[src/rtl/hp_pkg.sv]
package hp_pkg;
  // latched fault causes of one slot
  typedef struct packed {
    logic die;
    logic slot;
    logic aux;
    logic main;
  } hp_fault_t;

  function automatic int unsigned hp_cnt_width(input int unsigned limit);
    return $clog2(limit + 1);
  endfunction
endpackage

[src/rtl/hp_sync2.sv]
module hp_sync2 #(
  parameter int unsigned WIDTH     = 2,
  parameter logic        RESET_VAL = 1'b1
) (
  input  logic             clk,
  input  logic             rst_n,
  input  logic [WIDTH-1:0] d_async,
  output logic [WIDTH-1:0] q_sync
);
  logic [WIDTH-1:0] stage1_q, stage2_q;

  always_ff @(posedge clk or negedge rst_n) begin
    if (!rst_n) begin
      stage1_q <= {WIDTH{RESET_VAL}};
      stage2_q <= {WIDTH{RESET_VAL}};
    end else begin
      stage1_q <= d_async;
      stage2_q <= stage1_q;
    end
  end

  assign q_sync = stage2_q;
endmodule

[src/rtl/hp_por_timer.sv]
module hp_por_timer import hp_pkg::*; #(
  parameter int unsigned POR_CYCLES = 50000
) (
  input  logic clk,
  input  logic rst_n,
  input  logic supply_ok,
  output logic por_done
);
  localparam int unsigned CW = hp_cnt_width(POR_CYCLES);
  localparam logic [CW-1:0] LIMIT = CW'(POR_CYCLES);

  logic [CW-1:0] cnt_q;

  always_ff @(posedge clk or negedge rst_n) begin
    if (!rst_n)
      cnt_q <= '0;
    else if (!supply_ok)
      cnt_q <= '0;
    else if (cnt_q != LIMIT)
      cnt_q <= cnt_q + 1'b1;
  end

  assign por_done = (cnt_q == LIMIT);

  // a dropped supply leaves the delay unfinished on the next cycle
  assert_por_restart_R3: assert property (@(posedge clk) disable iff (!rst_n)
    !supply_ok |=> !por_done);
endmodule

[src/rtl/hp_slot_ctrl.sv]
module hp_slot_ctrl import hp_pkg::*; (
  input  logic clk,
  input  logic rst_n,
  input  logic por_done,
  input  logic die_ot,
  input  logic force_act,
  input  logic sw_sel,
  input  logic hw_on,
  input  logic hw_auxen,
  input  logic sw_main,
  input  logic sw_aux,
  input  logic cr_to_main,
  input  logic cr_to_aux,
  input  logic slot_ot,
  input  logic main_good,
  input  logic aux_good,
  input  logic irq_ack,
  output logic main_en,
  output logic aux_en,
  output logic discharge,
  output logic pgood_low,
  output logic fault_low,
  output logic fault_event,
  output logic irq_pend
);
  logic      main_req, aux_req;
  hp_fault_t trip, flt_q, flt_d;
  logic      new_trip;
  logic      main_en_q, aux_en_q, main_en_d, aux_en_d;
  logic      disch_q, pgood_q, fault_q, evt_q, pend_q;
  logic      pend_d;

  always_comb begin
    main_req = sw_sel ? sw_main : hw_on;
    aux_req  = sw_sel ? sw_aux  : hw_auxen;

    // trip causes; force-on defeats all but the die flag
    trip.main = cr_to_main & main_en_q & ~force_act;
    trip.aux  = cr_to_aux  & aux_en_q  & ~force_act;
    trip.slot = slot_ot & ~force_act;
    trip.die  = die_ot;

    // a fault holds while its request stays high
    flt_d.main = trip.main | (flt_q.main & main_req);
    flt_d.aux  = trip.aux  | (flt_q.aux  & aux_req);
    flt_d.slot = trip.slot | (flt_q.slot & (main_req | aux_req));
    flt_d.die  = trip.die  | (flt_q.die  & (main_req | aux_req));

    new_trip = |(trip & ~flt_q);

    main_en_d = ~flt_d.die &
                (force_act | (main_req & ~flt_d.main & ~flt_d.slot));
    aux_en_d  = ~flt_d.die &
                (force_act | (aux_req & por_done & ~flt_d.aux & ~flt_d.slot));

    pend_d = (new_trip & sw_sel) | (pend_q & ~irq_ack);
  end

  always_ff @(posedge clk or negedge rst_n) begin
    if (!rst_n) begin
      flt_q     <= '0;
      main_en_q <= 1'b0;
      aux_en_q  <= 1'b0;
      disch_q   <= 1'b1;
      pgood_q   <= 1'b0;
      fault_q   <= 1'b0;
      evt_q     <= 1'b0;
      pend_q    <= 1'b0;
    end else begin
      flt_q     <= flt_d;
      main_en_q <= main_en_d;
      aux_en_q  <= aux_en_d;
      disch_q   <= ~main_en_d & ~aux_en_d;
      pgood_q   <= ~force_act & main_en_d & aux_en_d & main_good & aux_good;
      fault_q   <= ~force_act & ~sw_sel & (|flt_d);
      evt_q     <= new_trip;
      pend_q    <= pend_d;
    end
  end

  assign main_en     = main_en_q;
  assign aux_en      = aux_en_q;
  assign discharge   = disch_q;
  assign pgood_low   = pgood_q;
  assign fault_low   = fault_q;
  assign fault_event = evt_q;
  assign irq_pend    = pend_q;

  // a main timeout while on shuts the main group next cycle
  assert_main_trip_off_R4: assert property (@(posedge clk) disable iff (!rst_n)
    (cr_to_main & main_en_q & ~force_act) |=> !main_en_q);

  // die over-temperature wins over every request and force-on
  assert_die_all_off_R7: assert property (@(posedge clk) disable iff (!rst_n)
    die_ot |=> (!main_en_q && !aux_en_q));

  // no auxiliary power before the start-up delay unless forced
  assert_aux_wait_R3: assert property (@(posedge clk) disable iff (!rst_n)
    (!por_done && !force_act) |=> !aux_en_q);

  // force-on releases both status pins
  assert_force_release_R9: assert property (@(posedge clk) disable iff (!rst_n)
    force_act |=> (!pgood_q && !fault_q));

  // a software-controlled slot never pulls its fault pin
  assert_sw_no_pin_R8: assert property (@(posedge clk) disable iff (!rst_n)
    sw_sel |=> !fault_q);
endmodule

[src/rtl/hp_slot_power_ctrl.sv]
module hp_slot_power_ctrl import hp_pkg::*; #(
  parameter int unsigned NUM_SLOTS  = 2,
  parameter int unsigned POR_CYCLES = 50000
) (
  input  logic                 clk,
  input  logic                 rst_n,
  input  logic                 supply_ok,
  input  logic [NUM_SLOTS-1:0] force_on_n,
  input  logic [NUM_SLOTS-1:0] force_lock,
  input  logic [NUM_SLOTS-1:0] sw_sel,
  input  logic [NUM_SLOTS-1:0] hw_on,
  input  logic [NUM_SLOTS-1:0] hw_auxen,
  input  logic [NUM_SLOTS-1:0] sw_main_en,
  input  logic [NUM_SLOTS-1:0] sw_aux_en,
  input  logic [NUM_SLOTS-1:0] cr_timeout_main,
  input  logic [NUM_SLOTS-1:0] cr_timeout_aux,
  input  logic [NUM_SLOTS-1:0] slot_ot,
  input  logic                 die_ot,
  input  logic [NUM_SLOTS-1:0] main_good,
  input  logic [NUM_SLOTS-1:0] aux_good,
  input  logic [NUM_SLOTS-1:0] irq_mask,
  input  logic [NUM_SLOTS-1:0] irq_ack,
  input  logic                 ot_ack,
  output logic [NUM_SLOTS-1:0] main_en,
  output logic [NUM_SLOTS-1:0] aux_en,
  output logic [NUM_SLOTS-1:0] discharge,
  output logic [NUM_SLOTS-1:0] pgood_low,
  output logic [NUM_SLOTS-1:0] fault_low,
  output logic [NUM_SLOTS-1:0] fault_event,
  output logic                 irq_req,
  output logic                 ot_status
);
  logic                 por_done;
  logic [NUM_SLOTS-1:0] force_n_sync;
  logic [NUM_SLOTS-1:0] force_act;
  logic [NUM_SLOTS-1:0] irq_pend;
  logic                 irq_q, ot_q;

  hp_por_timer #(.POR_CYCLES(POR_CYCLES)) u_por (
    .clk      (clk),
    .rst_n    (rst_n),
    .supply_ok(supply_ok),
    .por_done (por_done)
  );

  hp_sync2 #(.WIDTH(NUM_SLOTS), .RESET_VAL(1'b1)) u_force_sync (
    .clk    (clk),
    .rst_n  (rst_n),
    .d_async(force_on_n),
    .q_sync (force_n_sync)
  );

  assign force_act = ~force_n_sync & ~force_lock;

  for (genvar s = 0; s < NUM_SLOTS; s++) begin : g_slot
    hp_slot_ctrl u_slot (
      .clk        (clk),
      .rst_n      (rst_n),
      .por_done   (por_done),
      .die_ot     (die_ot),
      .force_act  (force_act[s]),
      .sw_sel     (sw_sel[s]),
      .hw_on      (hw_on[s]),
      .hw_auxen   (hw_auxen[s]),
      .sw_main    (sw_main_en[s]),
      .sw_aux     (sw_aux_en[s]),
      .cr_to_main (cr_timeout_main[s]),
      .cr_to_aux  (cr_timeout_aux[s]),
      .slot_ot    (slot_ot[s]),
      .main_good  (main_good[s]),
      .aux_good   (aux_good[s]),
      .irq_ack    (irq_ack[s]),
      .main_en    (main_en[s]),
      .aux_en     (aux_en[s]),
      .discharge  (discharge[s]),
      .pgood_low  (pgood_low[s]),
      .fault_low  (fault_low[s]),
      .fault_event(fault_event[s]),
      .irq_pend   (irq_pend[s])
    );
  end

  always_ff @(posedge clk or negedge rst_n) begin
    if (!rst_n) begin
      irq_q <= 1'b0;
      ot_q  <= 1'b0;
    end else begin
      irq_q <= |(irq_pend & ~irq_mask);
      ot_q  <= die_ot | (ot_q & ~ot_ack);
    end
  end

  assign irq_req   = irq_q;
  assign ot_status = ot_q;

  // the die over-temperature status is sticky until acknowledged
  assert_ot_sticky_R7: assert property (@(posedge clk) disable iff (!rst_n)
    (ot_q && !ot_ack) |=> ot_q);

  // a fully masked set of pending interrupts raises no request
  assert_irq_masked_R8: assert property (@(posedge clk) disable iff (!rst_n)
    ((irq_pend & ~irq_mask) == '0) |=> !irq_q);
endmodule

[config.mk]
export PLATFORM = sky130hd
export DESIGN_NAME = hp_slot_power_ctrl
export DESIGN_NICKNAME = d
export VERILOG_FILES = /design/src/rtl/hp_pkg.sv /design/src/rtl/hp_sync2.sv /design/src/rtl/hp_por_timer.sv /design/src/rtl/hp_slot_ctrl.sv /design/src/rtl/hp_slot_power_ctrl.sv
export SDC_FILE = /design/constraint.sdc
export NUM_CORES = 1
export LEC_CHECK = 0
export BUFFER_PORTS_ARGS = -buffer_cell sky130_fd_sc_hd__clkbuf_2
export CAP_MARGIN = 20
export CELL_PAD_IN_SITES_DETAIL_PLACEMENT = 0
export CELL_PAD_IN_SITES_GLOBAL_PLACEMENT = 1
export CORE_MARGIN = 1
export CORE_UTILIZATION = 45
export CTS_CLUSTER_DIAMETER = 150
export DETAILED_ROUTE_END_ITERATION = 6
export PLACE_DENSITY_LB_ADDON = 0.25
export SYNTH_ARGS = -nofsm -noshare
export SYNTH_HDL_FRONTEND = slang
export SYNTH_SLANG_ARGS = --single-unit
[constraint.sdc]
create_clock -name clk -period 2.85 [get_ports clk]
set_input_delay 0 -clock clk [delete_from_list [all_inputs] [get_ports clk]]
set_output_delay 0 -clock clk [all_outputs]
set_load 0.01 [all_outputs]
==> results by group, run 1 <==
Clock network
  – Post-CTS Resized: 0
  – H-tree depth: 2
  – CTS root buf: clkbuf_8
  – Clk pin slew, worst setup/hold paths: 80 ps
  – CTS tree: yes
  – Post-CTS Repair Setup Buffers: 0
  – Total CTS buffers: 5
  – Clock Sinks: 44
  – Longest Clk Path Bufs: 2
  – Hold Buf Count CTS: 11
  – Worst-Skew Late Latency: 290 ps

STA
  – Final setup skew: 10.7 ps
  – PnR worst setup slack: 879 ps
  – Min Tclk post-route: 1970 ps
  – Slew at the pin with the worst max-slew slack: 551 ps
  – Setup Viol. Count Final: 0
  – Unrepaired setup endpoints after global routing: false
  – Pins Over Slew Limit: 0
  – Highest clock rate: 0.507 GHz
  – Slew headroom: 63.3%
  – Final Cycle Share: 69.2%
  – Setup TNS: 0 ps
  – Final hold viol count: 0

Global routing
  – Largest net degree at the start of global routing: 45
  – Number of antenna violations at the first check in global routing: 0
  – First-pass GRT wire length: 7470 um
  – Tot GR Track Use: 18.9%
  – Congestion Overflow GR: 0
  – Vias in the first global route: 1,681

Place
  – Placer Congestion: 0.770
  – Placed insts: 285
  – Hpwl dp: 3060 um
  – Port Buffers: 46
  – Dpl ws: 872 ps

Floorplan
  – Die height: 71.3 um
  – Core area: 4470 um2
  – DIE WIDTH: 71.3 um
  – Initial Utilization: 48.3%
  – Die Area: 5080 um2
  – Rows: 24
  – I/O Pins: 47

Synthesis
  – Synth cell count leaders: dfrtp_1, nor2_1, buf_4, inv_1, nand2_1
  – Synth warnings: 0
  – Synth Net Count: 237
  – Synth cell types: 47
  – Mapped Cells: 202
  – Main synth FF type: dfrtp_1
  – Ys async rst share: 100%
  – Cell with the most instances after synthesis: dfrtp_1
  – Post-synth top area share: 44.0%
  – Post-synthesis sequential area ratio: 51.3%
  – Number of synthesized flops with an enable pin: 0
  – Avg Synthesized Cell Area: 10.7 um2
  – Area leader, netlist: dfrtp_1
  – Area of the mapped netlist: 2160 um2
  – Synth Register Bits: 44
  – Top post-synthesis cells by area: dfrtp_1, dfstp_2, buf_4, nor2_1, xor2_1

Setup path
  – Worst reg2reg startpoint: u_por.cnt_q[13]
  – Critical Path RT: 3080 ps
  – Reg2reg path depth: 4
  – Setup crit start: u_por.cnt_q[13]
  – R2R Setup Slk: 880 ps
  – CP Class: reg2reg
  – CP startpoint kind: register
  – Crit path max fanout: 6
  – R2R Path End: g_slot[0].u_slot.discharge
  – Worst EP arrival: 2200 ps
  – Crit path capture type: register

Hold path
  – Hold Path Class: in2reg
  – Hold Startpoint: die_ot
  – Hold Path Sink: g_slot[1].u_slot.flt_q[3]
  – Hold-critical path depth: 2

Job
  – Max-cap viol count: 0

Cells and area
  – Area Growth Syn to Fin: 19.6%
  – Final core area utilization: 57.7%
  – Post-Layout Cell Count: 305
  – Nets@finish: 287
  – Ratio of cells with drive above 1 in the final layout: 31.2%
  – # fillers: 412
  – N_diodes: 0

Power and ir drop
  – Leakage: 1.23 nW
  – Worst vdd ir: 273 uV
  – Total power: 0.00123 W
  – Power per cell area: 475 nW/um2

Route
  – Drt drc: 7
  – Detailed Routing Iterations Pass 1: 6
  – Routed Antenna Nets: 0
  – DR iter-0 viols: 98
  – Vias: 1,670
  – Via/cell ratio: 5.48
  – Routed WL per cell: 13.9 um
  – Final WL: 4230 um

Run status
  – Status: finished, violations left
  – Failing checks: DRC
==> power breakdown <==
| group | switching [W] | total (W) | leakage, nW | internal [W] |
|---|---|---|---|---|
| combinational | 0.0000796 | 0.000157 | 0.611 | 0.0000778 |
| sequential | 0.0000170 | 0.000674 | 0.564 | 0.000657 |
| clock | 0.000203 | 0.000396 | 0.0510 | 0.000193 |
| total | 0.000299 | 0.00123 | 1.23 | 0.000928 |
==> cell usage in the layout (no fill, tap or decap), types with 5 or more instances in the layout <==
cell and count:
o22ai_1 7, xnor2_1 5, nand3_1 7, xor2_1 6, inv_1 12, dlygate4sd3_1 11
clkbuf_8 6, a21oi_1 6, dfrtp_1 38, clkbuf_2 46, nor2_1 17, nand2_1 8
dfstp_2 6, nand4_1 7
==> routing by layer <==
metal | global-route usage (%) | part of all wire, %
met3 | 5.34 | 4.3
met2 | 31.1 | 49
met1 | 24.4 | 47
met5 | 0 | 0
met4 | 5.78 | 0.33
==> how the worst max path moves through the flow <==
stage,cells past startpoint,to
2_1_floorplan,4,g_slot[0].u_slot.discharge
3_3_place_gp,4,g_slot[0].u_slot.discharge
3_5_place_dp,4,g_slot[0].u_slot.discharge
4_1_cts,4,g_slot[1].u_slot.discharge
5_1_grt,4,g_slot[0].u_slot.discharge
6_report,4,g_slot[0].u_slot.discharge
==> kinds of logic after synthesis <==
group / Yosys count / synth area share, %
muxes: 5 / 2.55
DFF: 44 / 51.3
and+or+nand+nor: 74 / 20.0
xor gates and xnor gates: 11 / 4.46
buffers and inverters: 27 / 6.84
AOI/OAI and AO/OA: 39 / 13.6
adders and majority gates: 2 / 1.16
==> per-stage QoR <==
step	hold slack (ps)	instance area, um2
2_1_floorplan	-296	2160
3_3_place_gp	89.1	2350
3_5_place_dp	90.0	2350
4_1_cts	6.52	2550
5_1_grt	14.5	2580
6_report	15.4	2580
==> sequential cells by signal, indices dropped and copies added, names as in the netlist <==
signal and flops:
g_slot.u_slot.aux_en 2, g_slot.u_slot.discharge 2, g_slot.u_slot.fault_event 2, g_slot.u_slot.fault_low 2, g_slot.u_slot.flt_q 8, g_slot.u_slot.irq_pend 2, g_slot.u_slot.main_en 2, g_slot.u_slot.pgood_low 2
irq_req 1, ot_status 1, u_force_sync.q_sync 2, u_force_sync.stage1_q 2, u_por.cnt_q 16
==> critical path: stages (launching register included) <==
cell     delay [ps]
dfrtp_1         420
or4_4           560
nor4_4          500
nand2_2         120
a221o_1         310
==> final cells by class <==
cell class	count	area, um2	area share, %
Sequential cell	44	1110	42.9
Timing Repair Buffer	58	368	14.2
Multi-Input combinational cell	131	903	35.0
Clock buffer	6	82.6	3.20
Tap cell	52	65.1	2.52
Clock inverter	2	10.0	0.388
Inverter	12	45.0	1.74
Power figures use the tool's default switching activity.
==> run 2: changes to the inputs <==
Settings changed: CORE_UTILIZATION 45 to 37.
Clock period 2.85 ns to 1.6 ns, I/O delays scaled along.
==> run 2 against run 1 <==
  * The flow finishes with violations (setup timing)
  * Sequential cell count is the same
  * Die area grew 21%
  * Fmax grew 12%
  * Count of clock-buffer cells in the layout shrank 1
  * Combinational power grew 110%
  * Final cell count grew 16%
  * Via count grew 7.8%
  * Wire length grew 18%
  * First-iteration DRC count grew 1.0%
  * Worst hold slack gained 6.5 ps
  * Power grew 120%
  * Worst setup slack lost 1000 ps
==> results by group, run 2 (synthesis gave the netlist of run 1 again) <==
STA
  – Highest clock rate: 0.566 GHz (was 0.507 GHz)
  – Final hold slack: 21.9 ps (was 15.4 ps)
  – Min Tclk post-route: 1770 ps (was 1970 ps)
  – PnR worst setup slack: -166 ps (was 879 ps)
  – Final hold viol count: 0 (unchanged)
  – Final setup skew: 4.90 ps (was 10.7 ps)
  – Setup Viol. Count Final: 9 (was 0)
  – Unrepaired setup endpoints after global routing: true (was false)
  – Slew at the pin with the worst max-slew slack: 575 ps (was 551 ps)
  – Final Cycle Share: 110% (was 69.2%)
  – Slew headroom: 61.7% (was 63.3%)
  – Pins Over Slew Limit: 0 (unchanged)
  – Setup TNS: -922 ps (was 0 ps)

Setup path
  – CP Class: reg2reg (unchanged)
  – Worst reg2reg startpoint: u_por.cnt_q[11] (was u_por.cnt_q[13])
  – Reg2reg path depth: 5 (was 4)
  – CP startpoint kind: register (unchanged)
  – Worst EP arrival: 1990 ps (was 2200 ps)
  – Crit path capture type: register (unchanged)
  – Crit path max fanout: 2 (was 6)
  – Critical Path RT: 1820 ps (was 3080 ps)
  – R2R Path End: g_slot[0].u_slot.discharge (unchanged)
  – R2R Setup Slk: -170 ps (was 880 ps)

Place
  – Placer Congestion: 0.744 (was 0.770)
  – Post-DP Area: 2610 um2 (was 2350 um2)
  – Hpwl dp: 3730 um (was 3060 um)
  – Port Buffers: 46 (unchanged)

Cells and area
  – N_diodes: 0 (unchanged)
  – Area Growth Syn to Fin: 37.0% (was 19.6%)
  – Most common cell after layout, fill and taps aside: clkbuf_2 (unchanged)
  – Biggest regs: u_por.cnt_q x16, g_slot.u_slot.flt_q x8 (unchanged)
  – Largest Register: u_por.cnt_q (unchanged)
  – Max reg flops: 16 (unchanged)
  – Design Area, Final: 2960 um2 (was 2580 um2)
  – Most frequent cells in the layout: clkbuf_2, dfrtp_1, buf_4 (was clkbuf_2, dfrtp_1, nor2_1)
  – Nets@finish: 317 (was 287)
  – Ratio of cells with drive above 1 in the final layout: 43.8% (was 31.2%)

Run status
  – Status: finished, violations left (unchanged)
  – Failing checks: setup timing (was DRC)

Hold path
  – Hold Startpoint: slot_ot[0] (was die_ot)
  – Hold Path Class: in2reg (unchanged)
  – Hold Path Sink: g_slot[0].u_slot.fault_event (was g_slot[1].u_slot.flt_q[3])
  – Hold-critical path depth: 3 (was 2)

Route
  – Vias: 1,800 (was 1,670)
  – DR iter-0 viols: 99 (was 98)
  – Detailed Routing Iterations Pass 1: 4 (was 6)
  – Routed WL per cell: 14.1 um (was 13.9 um)
  – Routed Antenna Nets: 0 (unchanged)
  – Via/cell ratio: 5.07 (was 5.48)
  – Final WL: 5020 um (was 4230 um)
  – Drt drc: 0 (was 7)

Clock network
  – Clock Sinks: 44 (unchanged)
  – Longest Clk Path Bufs: 2 (unchanged)
  – Worst-Skew Late Latency: 290 ps (about the same)
  – H-tree depth: 2 (unchanged)
  – CTS tree: yes (unchanged)
  – Clk pin slew, worst setup/hold paths: 80 ps (about the same)
  – CTS root buf: clkbuf_8 (unchanged)
  – Total CTS buffers: 5 (unchanged)

Floorplan
  – Die height: 78.4 um (was 71.3 um)
  – Rows: 27 (was 24)
  – Initial Utilization: 38.7% (was 48.3%)
  – I/O Pins: 47 (unchanged)
  – Die Area: 6150 um2 (was 5080 um2)
  – Core area: 5570 um2 (was 4470 um2)
  – DIE WIDTH: 78.4 um (was 71.3 um)

Global routing
  – Number of antenna violations at the first check in global routing: 0 (unchanged)
  – Vias in the first global route: 1,896 (was 1,681)
  – Tot GR Track Use: 18.3% (was 18.9%)
  – Largest net degree at the start of global routing: 45 (unchanged)
  – Congestion Overflow GR: 0 (unchanged)
  – First-pass GRT wire length: 8810 um (was 7470 um)

Power and ir drop
  – Worst vdd ir: 378 uV (was 273 uV)
  – Power per cell area: 911 nW/um2 (was 475 nW/um2)
  – Total power: 0.00269 W (was 0.00123 W)
  – Leakage: 1.42 nW (was 1.23 nW)

Job
  – Max-cap viol count: 0 (unchanged)
-- run 2: cell count changes in the layout (fill, tap and decap cells not counted), sizes merged --
| cell | change |
|---|---|
| clkinv | -2 |
| clkbuf | -1 |
| bufinv | +3 |
| buf | +30 |
-- run 2: cell type report --
class	instances	area, um2
Clock buffer	5	68.8
Timing Repair Buffer	88	577
Sequential cell	44	1110
Inverter	12	45.0
Tap cell	72	90.1
Fill cell	523	2620
Multi-Input combinational cell	131	978
Clock inverter	3	90.1
-- run 2: through the flow --
| stage | util, % | setup WS, ps | instances |
|---|---|---|---|
| floorplan | - | -184 | 202 |
| global placement | 46.8 | -121 | 335 |
| detailed placement | 46.8 | -156 | 335 |
| CTS | 52.2 | -165 | 354 |
| global route | 53.1 | -226 | 355 |
| finish | 53.1 | -166 | 355 |
-- run 2: report_power, final --
group	internal, W	switching (W)
clock	0.000781	0.000388
sequential	0.00117	0.0000253
combinational	0.000167	0.000162
total	0.00212	0.000576
-- run 2: critical path: stages (launching register included) --
cell	delay (ps)
dfrtp_1	390
or4b_4	550
nor4_4	240
buf_4	160
nand2_2	60
a221o_1	300
-- run 2: per-layer routing --
layer  vias up  wire (um)  GRT usage, %
met3         4        134          2.91
met4         0         38          4.44
met5         -          0             0
met2        33       2480          31.1
met1       891       2370          24.3
li1        872          -             -
-- run 2: how the worst max path moves through the flow --
| stage | to | cells past startpoint | startpoint |
|---|---|---|---|
| floorplan | g_slot[0].u_slot.discharge | 4 | u_por.cnt_q[11] |
| global placement | g_slot[0].u_slot.discharge | 5 | u_por.cnt_q[11] |
| detailed placement | g_slot[0].u_slot.discharge | 5 | u_por.cnt_q[11] |
| CTS | g_slot[0].u_slot.discharge | 5 | u_por.cnt_q[5] |
| global route | g_slot[1].u_slot.discharge | 5 | u_por.cnt_q[11] |
| finish | g_slot[0].u_slot.discharge | 5 | u_por.cnt_q[11] |
-- run 2: repair_timing --
action | in CTS | in global routing
resized for setup | 7 | 10
setup endpoints to repair | 9 | 14
buffers inserted | 0 | 1
hold endpoints to repair | 45 | 0
pin swaps | 4 | 6
hold buffers | 11 | 0
==> run 3: changes to the inputs <==
Settings changed: ABC_AREA set to 1, CORE_UTILIZATION 37 to 36, SKIP_CTS_REPAIR_TIMING set to 1.
==> run 3 against run 2 <==
  * The flow now finishes without violations
  * Wire length shrank 5.2%
  * Fmax is 27% higher
  * Count of clock-buffer cells in the layout increased by 2
  * Global-route usage is 3.0 points lower
  * Final cell count is 21% higher
  * First-iteration DRC count grew 9.1%
  * Sequential power barely moved
  * Register-to-register slack better by 370 ps
  * Worst setup slack better by 370 ps
  * Largest power group unchanged
==> results by group, run 3 <==
Synthesis
  – Post-synthesis sequential area ratio: 46.4% (was 51.3%)
  – Synth Net Count: 336 (was 237)
  – Top post-synthesis cells by area: dfrtp_1, nand2_1, inv_1, dfstp_2, nor2_1 (was dfrtp_1, dfstp_2, buf_4, nor2_1, xor2_1)
  – Synth cell types: 33 (was 47)
  – Mapped Cells: 301 (was 202)
  – Avg Synthesized Cell Area: 7.93 um2 (was 10.7 um2)
  – Area of the mapped netlist: 2390 um2 (was 2160 um2)
  – Number of synthesized flops with an enable pin: 0 (unchanged)
  – Cell with the most instances after synthesis: nand2_1 (was dfrtp_1)
  – Synth warnings: 0 (unchanged)
  – Area leader, netlist: dfrtp_1 (unchanged)
  – Ys async rst share: 100% (unchanged)
  – Main synth FF type: dfrtp_1 (unchanged)
  – Synth Register Bits: 44 (unchanged)
  – Post-synth top area share: 39.8% (was 44.0%)
  – Synth cell count leaders: nand2_1, inv_1, dfrtp_1 (was dfrtp_1, nor2_1, buf_4, inv_1, nand2_1)

STA
  – Final setup skew: 7.68 ps (was 4.90 ps)
  – Setup TNS: 0 ps (was -922 ps)
  – Slew at the pin with the worst max-slew slack: 557 ps (was 575 ps)
  – PnR worst setup slack: 207 ps (was -166 ps)
  – Unrepaired setup endpoints after global routing: false (was true)
  – Pins Over Slew Limit: 0 (unchanged)
  – Setup Viol. Count Final: 0 (was 9)
  – Highest clock rate: 0.718 GHz (was 0.566 GHz)
  – Min Tclk post-route: 1390 ps (was 1770 ps)
  – Final Cycle Share: 87.0% (was 110%)
  – Slew headroom: 62.8% (was 61.7%)
  – Final hold viol count: 0 (unchanged)

Floorplan
  – Initial Utilization: 37.4% (was 38.7%)
  – I/O Pins: 47 (unchanged)
  – Die Area: 6960 um2 (was 6150 um2)
  – Rows: 29 (was 27)
  – Core area: 6390 um2 (was 5570 um2)
  – DIE WIDTH: 83.4 um (was 78.4 um)
  – Die height: 83.4 um (was 78.4 um)

Route
  – Routed WL per cell: 11.1 um (was 14.1 um)
  – Drt drc: 0 (unchanged)
  – Routed Antenna Nets: 0 (unchanged)
  – Detailed Routing Iterations Pass 1: 4 (unchanged)
  – Via/cell ratio: 4.39 (was 5.07)
  – DR iter-0 viols: 108 (was 99)
  – Vias: 1,886 (was 1,800)
  – Final WL: 4760 um (was 5020 um)

Power and ir drop
  – Leakage: 1.58 nW (was 1.42 nW)
  – Worst vdd ir: 284 uV (was 378 uV)
  – Power per cell area: 772 nW/um2 (was 911 nW/um2)

Global routing
  – Vias in the first global route: 1,830 (was 1,896)
  – Tot GR Track Use: 15.3% (was 18.3%)
  – Number of antenna violations at the first check in global routing: 0 (unchanged)
  – Congestion Overflow GR: 0 (unchanged)
  – Largest net degree at the start of global routing: 25 (was 45)
  – First-pass GRT wire length: 8470 um (was 8810 um)

Cells and area
  – Area Growth Syn to Fin: 17.9% (was 37.0%)
  – N_diodes: 0 (unchanged)
  – Nets@finish: 387 (was 317)
  – Biggest regs: u_por.cnt_q x16, g_slot.u_slot.flt_q x8 (unchanged)
  – Design Area, Final: 2820 um2 (was 2960 um2)
  – Ratio of cells with drive above 1 in the final layout: 26.3% (was 43.8%)
  – Largest Register: u_por.cnt_q (unchanged)
  – Final core area utilization: 44.1% (was 53.1%)
  – Max reg flops: 16 (unchanged)
  – Most frequent cells in the layout: nand2_1, inv_1, clkbuf_2 (was clkbuf_2, dfrtp_1, buf_4)
  – Most common cell after layout, fill and taps aside: nand2_1 (was clkbuf_2)

Setup path
  – Critical-path top delay cell: dfrtp_1 (was or4b_4)
  – Critical Path Max Stage Delay: 430 ps (was 550 ps)
  – Crit path max fanout: 5 (was 2)
  – R2R Setup Slk: 210 ps (was -170 ps)
  – Crit path capture type: register (unchanged)
  – Reg2reg path depth: 11 (was 5)
  – CP startpoint kind: register (unchanged)
  – Worst EP arrival: 1580 ps (was 1990 ps)
  – R2R Path End: u_por.cnt_q[2] (was g_slot[0].u_slot.discharge)
  – Setup crit start: u_por.cnt_q[0] (was u_por.cnt_q[11])
  – CP Class: reg2reg (unchanged)
  – CP most frequent cell: nand2_1
  – Critical Path RT: 1790 ps (was 1820 ps)
  – Worst reg2reg startpoint: u_por.cnt_q[0] (was u_por.cnt_q[11])
  – Worst-path cell chain: inv_1, ha_1, inv_1, nor2_2, nand2_2, nor2_4, nand2_1, nand2_1, nand2_1, nand2_1, inv_1 (was or4b_4, nor4_4, buf_4, nand2_2, a221o_1)
  – Worst setup endpoint: u_por.cnt_q[2] (was g_slot[0].u_slot.discharge)

Clock network
  – Total CTS buffers: 5 (unchanged)
  – CTS root buf: clkbuf_8 (unchanged)
  – H-tree depth: 2 (unchanged)
  – Longest Clk Path Bufs: 2 (unchanged)
  – CTS tree: yes (unchanged)
  – Worst-Skew Late Latency: 290 ps (about the same)
  – Clk pin slew, worst setup/hold paths: 80 ps (about the same)
  – Clock Sinks: 44 (unchanged)

Job
  – Max-cap viol count: 0 (unchanged)

Hold path
  – Hold Startpoint: main_good[1] (was slot_ot[0])
  – Hold-critical path depth: 5 (was 3)
  – Hold Path Class: in2reg (unchanged)

Place
  – Hpwl dp: 3660 um (was 3730 um)
  – Placer Congestion: 0.775 (was 0.744)
  – Port Buffers: 46 (unchanged)
  – Post-DP Area: 2650 um2 (was 2610 um2)
  – Dpl ws: 183 ps (was -156 ps)

Run status
  – Status: finished, final reports clean (was finished, violations left)
-- run 3: changes by cell type in the layout (fill, tap and decap cells not counted), moves of 7 or more --
cell,previous run,this run
nand2_1,8,81
inv_1,12,59
buf_4,30,2
nor2_1,17,26
a21oi_1,4,11
-- run 3: cell type report --
type / instances / area [um2]
clock buffer: 7 / 76.3
clock inverter: 1 / 5.00
fill: 650 / 3570
inverter: 62 / 233
multi-input combinational: 182 / 951
sequential: 44 / 1110
tap: 77 / 96.3
timing repair buffer: 57 / 345
-- run 3: power by group --
group,internal (W),switching [W],total [W],leakage (nW)
combinational,0.000125,0.000172,0.000298,0.977
clock,0.000307,0.000371,0.000678,0.0422
sequential,0.00117,0.0000272,0.00120,0.564
total,0.00160,0.000571,0.00217,1.58
-- run 3: stage by stage --
stage | total power, W | hold slack (ps) | std cells
2_1_floorplan | 0.00139 | -296 | 301
3_3_place_gp | 0.00150 | 17.6 | 414
3_5_place_dp | 0.00150 | 16.3 | 414
4_1_cts | 0.00219 | -307 | 422
5_1_grt | 0.00232 | 29.0 | 430
6_report | 0.00217 | 4.07 | 430
-- run 3: worst min-delay path by stage --
stage,endpoint
final,g_slot[1].u_slot.pgood_low
after detailed placement,g_slot[1].u_slot.fault_low
after global placement,g_slot[1].u_slot.fault_low
after CTS,u_por.cnt_q[4]
after floorplan,g_slot[0].u_slot.aux_en
after global routing,g_slot[0].u_slot.pgood_low
-- run 3: kinds of logic (layout without fill, tap and decap cells) --
| kind of cell | count (synthesis) | in the layout | synth area share [%] |
|---|---|---|---|
| AND/OR/NAND/NOR | 142 | 142 | 27.4 |
| buffers and inverters | 75 | 127 | 13.7 |
| flip-flops | 44 | 44 | 46.4 |
| AO/OA/AOI/OAI | 34 | 34 | 9.91 |
| XOR/XNOR | 4 | 4 | 1.47 |
| adder cells (fa/ha/maj) | 2 | 2 | 1.05 |
-- run 3: critical path, delay by kind of cell, from the launching register on --
family,cells,cell delay [ps]
flops,1,430
simple gates,7,570
fa+ha+maj,1,130
buf+inv,3,150
-- run 3: per-layer routing --
| metal | share of wire (%) | global-route usage, % | routed length [um] |
|---|---|---|---|
| met5 | 0 | 0 | 0 |
| met4 | 1.5 | 5.08 | 72 |
| met3 | 4.2 | 3.68 | 200 |
| met2 | 45 | 24.6 | 2150 |
| met1 | 49 | 20.4 | 2340 |
